### src/rtl/pim_pkg.sv
package pim_pkg;

   typedef enum logic [1:0] {
      SHIFT_NONE  = 2'd0,
      SHIFT_RIGHT = 2'd1,
      SHIFT_LEFT  = 2'd2
   } shift_dir_e;

endpackage

### src/rtl/pim_decode.sv
module pim_decode
   import pim_pkg::*;
#(
   parameter int N  = 8,
   parameter int PW = 4,
   parameter int IW = 3
) (
   input  logic          mut_en,
   input  logic [PW-1:0] src_pos,
   input  logic [PW-1:0] dst_pos,
   output shift_dir_e    dir,
   output logic [IW-1:0] src_idx,
   output logic [IW-1:0] lo_idx,
   output logic [IW-1:0] hi_idx
);

   logic          src_ok, dst_ok;
   logic [IW-1:0] dst_idx;

   always_comb begin
      src_ok  = (src_pos != '0) && (src_pos <= PW'(N));
      dst_ok  = (dst_pos != '0) && (dst_pos <= PW'(N));
      src_idx = IW'(src_pos - PW'(1));
      dst_idx = IW'(dst_pos - PW'(1));
      dir     = SHIFT_NONE;
      lo_idx  = '0;
      hi_idx  = '0;
      if (mut_en && src_ok && dst_ok && (src_pos != dst_pos)) begin
         if (dst_pos < src_pos) begin
            dir    = SHIFT_RIGHT;
            lo_idx = dst_idx;
            hi_idx = src_idx;
         end else begin
            dir    = SHIFT_LEFT;
            lo_idx = src_idx;
            hi_idx = dst_idx;
         end
      end
   end

endmodule

### src/rtl/pim_lane.sv
module pim_lane
   import pim_pkg::*;
#(
   parameter int N  = 8,
   parameter int EW = 3,
   parameter int IW = 3,
   parameter int K  = 0
) (
   input  logic [N*EW-1:0] src_vec,
   input  logic [EW-1:0]   moved,
   input  shift_dir_e      dir,
   input  logic [IW-1:0]   lo_idx,
   input  logic [IW-1:0]   hi_idx,
   output logic [EW-1:0]   lane_out
);

   logic [EW-1:0] own_e, prev_e, next_e;

   assign own_e = src_vec[K*EW +: EW];

   generate
      if (K > 0) begin : g_prev
         assign prev_e = src_vec[(K-1)*EW +: EW];
      end else begin : g_no_prev
         assign prev_e = own_e;
      end
      if (K < N-1) begin : g_next
         assign next_e = src_vec[(K+1)*EW +: EW];
      end else begin : g_no_next
         assign next_e = own_e;
      end
   endgenerate

   always_comb begin
      lane_out = own_e;
      unique case (dir)
         SHIFT_RIGHT: begin
            if (int'(lo_idx) == K)
               lane_out = moved;
            else if ((int'(lo_idx) < K) && (K <= int'(hi_idx)))
               lane_out = prev_e;
         end
         SHIFT_LEFT: begin
            if (int'(hi_idx) == K)
               lane_out = moved;
            else if ((int'(lo_idx) <= K) && (K < int'(hi_idx)))
               lane_out = next_e;
         end
         default: lane_out = own_e;
      endcase
   end

endmodule

### src/rtl/perm_shift_mutator.sv
module perm_shift_mutator
   import pim_pkg::*;
#(
   parameter int N  = 8,
   parameter int EW = $clog2(N),
   parameter int PW = $clog2(N+1)
) (
   input  logic            clk,
   input  logic            rst_n,
   input  logic            start,
   input  logic            mut_en,
   input  logic [PW-1:0]   src_pos,
   input  logic [PW-1:0]   dst_pos,
   input  logic [N*EW-1:0] chrom_in,
   output logic [N*EW-1:0] chrom_out,
   output logic            done
);

   localparam int IW = (N > 1) ? $clog2(N) : 1;

   generate
      if (N < 2) begin : g_bad_n
         $error("perm_shift_mutator: N must be at least 2");
      end
      if (EW < $clog2(N)) begin : g_bad_ew
         $error("perm_shift_mutator: EW too narrow for N codes");
      end
      if (PW < $clog2(N+1)) begin : g_bad_pw
         $error("perm_shift_mutator: PW too narrow for positions 0..N");
      end
   endgenerate

   shift_dir_e      dir;
   logic [IW-1:0]   src_idx, lo_idx, hi_idx;
   logic [EW-1:0]   moved;
   logic [N*EW-1:0] next_vec;

   pim_decode #(.N(N), .PW(PW), .IW(IW)) u_decode (
      .mut_en  (mut_en),
      .src_pos (src_pos),
      .dst_pos (dst_pos),
      .dir     (dir),
      .src_idx (src_idx),
      .lo_idx  (lo_idx),
      .hi_idx  (hi_idx)
   );

   always_comb begin
      moved = chrom_in[int'(src_idx)*EW +: EW];
   end

   generate
      for (genvar k = 0; k < N; k++) begin : g_lane
         pim_lane #(.N(N), .EW(EW), .IW(IW), .K(k)) u_lane (
            .src_vec  (chrom_in),
            .moved    (moved),
            .dir      (dir),
            .lo_idx   (lo_idx),
            .hi_idx   (hi_idx),
            .lane_out (next_vec[k*EW +: EW])
         );
      end
   endgenerate

   always_ff @(posedge clk or negedge rst_n) begin
      if (!rst_n) begin
         chrom_out <= '0;
         done      <= 1'b0;
      end else begin
         done <= start;
         if (start)
            chrom_out <= next_vec;
      end
   end

endmodule

### config.mk
export PLATFORM = sky130hd
export DESIGN_NAME = perm_shift_mutator
export DESIGN_NICKNAME = d
export VERILOG_FILES = /design/src/rtl/pim_pkg.sv /design/src/rtl/pim_decode.sv /design/src/rtl/pim_lane.sv /design/src/rtl/perm_shift_mutator.sv
export SDC_FILE = /design/constraint.sdc
export NUM_CORES = 1
export LEC_CHECK = 0
export BUFFER_PORTS_ARGS = -buffer_cell sky130_fd_sc_hd__buf_2
export CORE_MARGIN = 2
export CORE_UTILIZATION = 45
export DETAILED_ROUTE_END_ITERATION = 16
export GPL_ROUTABILITY_DRIVEN = 0
export PLACE_DENSITY = 0.75
export SLEW_MARGIN = 5
export SYNTH_ARGS = -nofsm -noshare
export SYNTH_HDL_FRONTEND = slang
export SYNTH_HIERARCHICAL = 1
export SYNTH_SLANG_ARGS = --single-unit
### constraint.sdc
create_clock -name clk -period 0.97 [get_ports clk]
set_input_delay 0.1455 -clock clk [delete_from_list [all_inputs] [get_ports clk]]
set_output_delay 0.1455 -clock clk [all_outputs]
set_load 0.01 [all_outputs]
==> results.tsv <==
metric	value	unit
crit_top_cell	ha_4	
drt-total-wl	18.9	mm
tns	-39.17	ns
hp-start	start	
drive_above_1_share	0.626	
crit_fanout	7	
yosysUniqueCellTypes	75	
min_period	2.71	ns
core-area	7370	sq um
cts_buffer_depth	2	
crit_buf_inv	3	
ys.flop_type	dfrtp_1	
ios	61	
clock_skew	0	ns
hp-class	in2reg	
crit_chain	buf_8, ha_4, nor2b_4, o211ai_4, nand2_4, nor2_4, buf_12, inv_1, ha_4, nor4_1, and3_1, a211o_1, mux2_2	
start_kind	input port	
numCtsBuffers	3	
critPathMaxStageDelay	0.50	ns
syn_nets	448	
drtIter0Drc	658	
whs_path_depth	2	
synth_edf_count	0	
die_area	8410	sq um
grt_overflow	0	
finalHoldViolations	0	
clock_sinks	25	
drc	0	
hold_path_end	done$_DFF_PN0_	
synthArstFlopShare	1.00	
layout.cells.non_filler	704	
violations	setup timing	
rsz0062_at_grt	true	
vias	5034	
syn_inst	389	
path_clk_slew	0.10	ns
std_cell_rows	31	
postLayoutSetupSlackWorst	-1.74	ns
crit_required	1.19	ns
r2r-start	chrom_out[16]$_DFFE_PN0P_	
place_ws	-2.04	ns
r2r_setup_slack	0.08	ns
run_status	finished with violations	
antenna_found_initial	1	
grt_pass1_wl	23.3	mm
tightest_slew	0.654	ns
finalSetupViolCount	25	
wl_per_cell	26.8	um
vias_per_cell	7.15	
utilization	0.843	
post-route-period-util	2.79	
r2r_cells	2	
crit_type	in2reg	
area_growth	79.3	%
r2r_end	chrom_out[16]$_DFFE_PN0P_	
hold_slack	0.205	ns
leakage	2.73	nW
detail-route-antenna-nets	0	
grt_max_degree	26	
portBuffers	60	
max-cap-violations	0	
grt_usage	0.343	
hpwlAfterDp	9.11	mm
end_kind	flop	
ys_warn_count	6	
syn_avg_cell_area	8.90	sq um
insertion_delay	0.27	ns
h-tree-depth	1	
fmax	369	MHz
ys_ff_latch	25	
vdd_drop_max	0.000719	V
drt_pass1_iterations	5	
placedCellCount	646	
cts_tree	done	
yosysSeqAreaShare	0.181	
die_w	91.7	um
path_delay_family	simple AND/OR/NAND/NOR gates	
nNetsFinal	664	
arrival	2.93	ns
initial_core_util	0.470	
final_max_slew_viol_count	0	
max-slew-margin-rel	0.560	
synth_area	3460	sq um
grt_pass1_vias	4536	
die_y	91.7	um
cpMaxStageDelayCell	nor4_1	
cts-root-buf	clkbuf_8	
power_density	850	nW/um^2
## Yosys cell counts (4+ instances only)
library cell   n  area, sq um
o31ai_1        4         30.0
a21oi_1       13         65.1
a211o_1        7         61.3
a311oi_1      13          114
mux2i_1       14          140
nand4_1        4         25.0
nor2_1        18         67.6
and3_1         5         31.3
a22oi_1        6         45.0
mux4_1         6          158
o211ai_1       9         67.6
nand3_1       10         50.1
and3_2         4         30.0
ha_1          23          288
o21ai_0       24          120
nor4_1         4         25.0
a21boi_0       5         37.5
nand2_1       19         71.3
inv_1         30          113
a221o_1        5         50.1
dfrtp_1       25          626
mux2_2        27          304
nand2b_1       9         56.3
nor2b_1        7         43.8
or3b_1         5         43.8
a31oi_1        6         37.5
a221oi_1       4         35.0
o21ai_1        7         35.0
## state kept, by name, indices dropped and copies added (netlist names)
name	count
chrom_out	24
done	1
## metal layers
| metal | part of all wire | routed length (um) | up-vias | track usage |
|---|---|---|---|---|
| met2 | 0.44 | 8260 | 525 | 0.591 |
| met4 | 0.077 | 1450 | 0 | 0.159 |
| li1 | - | - | 1966 | - |
| met3 | 0.13 | 2460 | 179 | 0.0649 |
| met1 | 0.35 | 6700 | 2364 | 0.413 |
| met5 | 0 | 0 | - | 0 |
## per-stage QoR
| stage | total power [mW] | area, sq um |
|---|---|---|
| final | 5.28 | 6210 |
| after CTS | 4.62 | 5640 |
| after detailed placement | 3.59 | 4970 |
| after global placement | 3.51 | 4970 |
| after global routing | 5.42 | 6210 |
| after floorplan | 2.50 | 3680 |
## cell families after synthesis
group | Yosys count | share of synthesized area
flip-flops | 25 | 0.181
AO/OA/AOI/OAI | 128 | 0.282
buffers and inverters | 37 | 0.0444
adder cells (fa/ha/maj) | 23 | 0.0831
XOR/XNOR | 4 | 0.0101
AND/OR/NAND/NOR | 122 | 0.216
multiplexers | 50 | 0.184
## layout make-up
class,instances,area (sq um)
fillers,369,1160
multi-input cells,328,3440
clock buffers,4,45.0
well taps,99,124
repair buffers,217,1840
diodes,1,2.50
flip-flops and latches,25,626
inverters,30,133
## layout by cell type (no fill, tap or decap), types with 4 or more instances in the layout
master	instances
buf_8	7
o21ai_1	17
buf_4	117
mux2_2	9
a221o_1	5
o211ai_1	9
or3b_4	6
nand2b_4	4
nand4_1	4
o21ai_2	9
a22oi_1	5
and3_1	5
ha_4	13
buf_6	24
inv_2	6
a31oi_1	6
mux2i_1	11
ha_1	7
nand3_1	9
nand2_1	18
buf_12	11
nor2_1	15
a21oi_2	8
buf_2	54
dfrtp_1	25
mux4_1	6
a311oi_1	4
nand2b_1	5
o21ai_0	6
a311oi_2	5
and3_2	4
inv_1	20
a211o_1	7
nor2b_4	5
mux2_4	21
a21oi_1	4
a311oi_4	4
## worst max path at each step
stage               startpoint                   endpoint  cells after the start
floorplan           dst_pos[1]  chrom_out[13]$_DFFE_PN0P_                     10
global placement    src_pos[1]   chrom_out[9]$_DFFE_PN0P_                     15
detailed placement  src_pos[1]   chrom_out[4]$_DFFE_PN0P_                     13
CTS                 src_pos[1]   chrom_out[5]$_DFFE_PN0P_                     13
global route        src_pos[1]   chrom_out[6]$_DFFE_PN0P_                     16
finish              dst_pos[1]   chrom_out[2]$_DFFE_PN0P_                     13
## power by group
part           total, mW  switching [mW]  internal, mW
Clock              0.666           0.371         0.295
Sequential          1.26          0.0762          1.19
Combinational       3.35            1.70          1.65
Total               5.28            2.15          3.13
## timing repair
item | 4_1_cts | 5_1_grt
setup buffers | 19 | 26
endpoints found under the hold margin | 25 | 0
pin swaps | 17 | 30
gates cloned | 7 | 1
setup endpoints to repair | 24 | 46
gates resized for setup | 86 | 91
hold buffers | 1 | 0
Power figures use the tool's default switching activity.
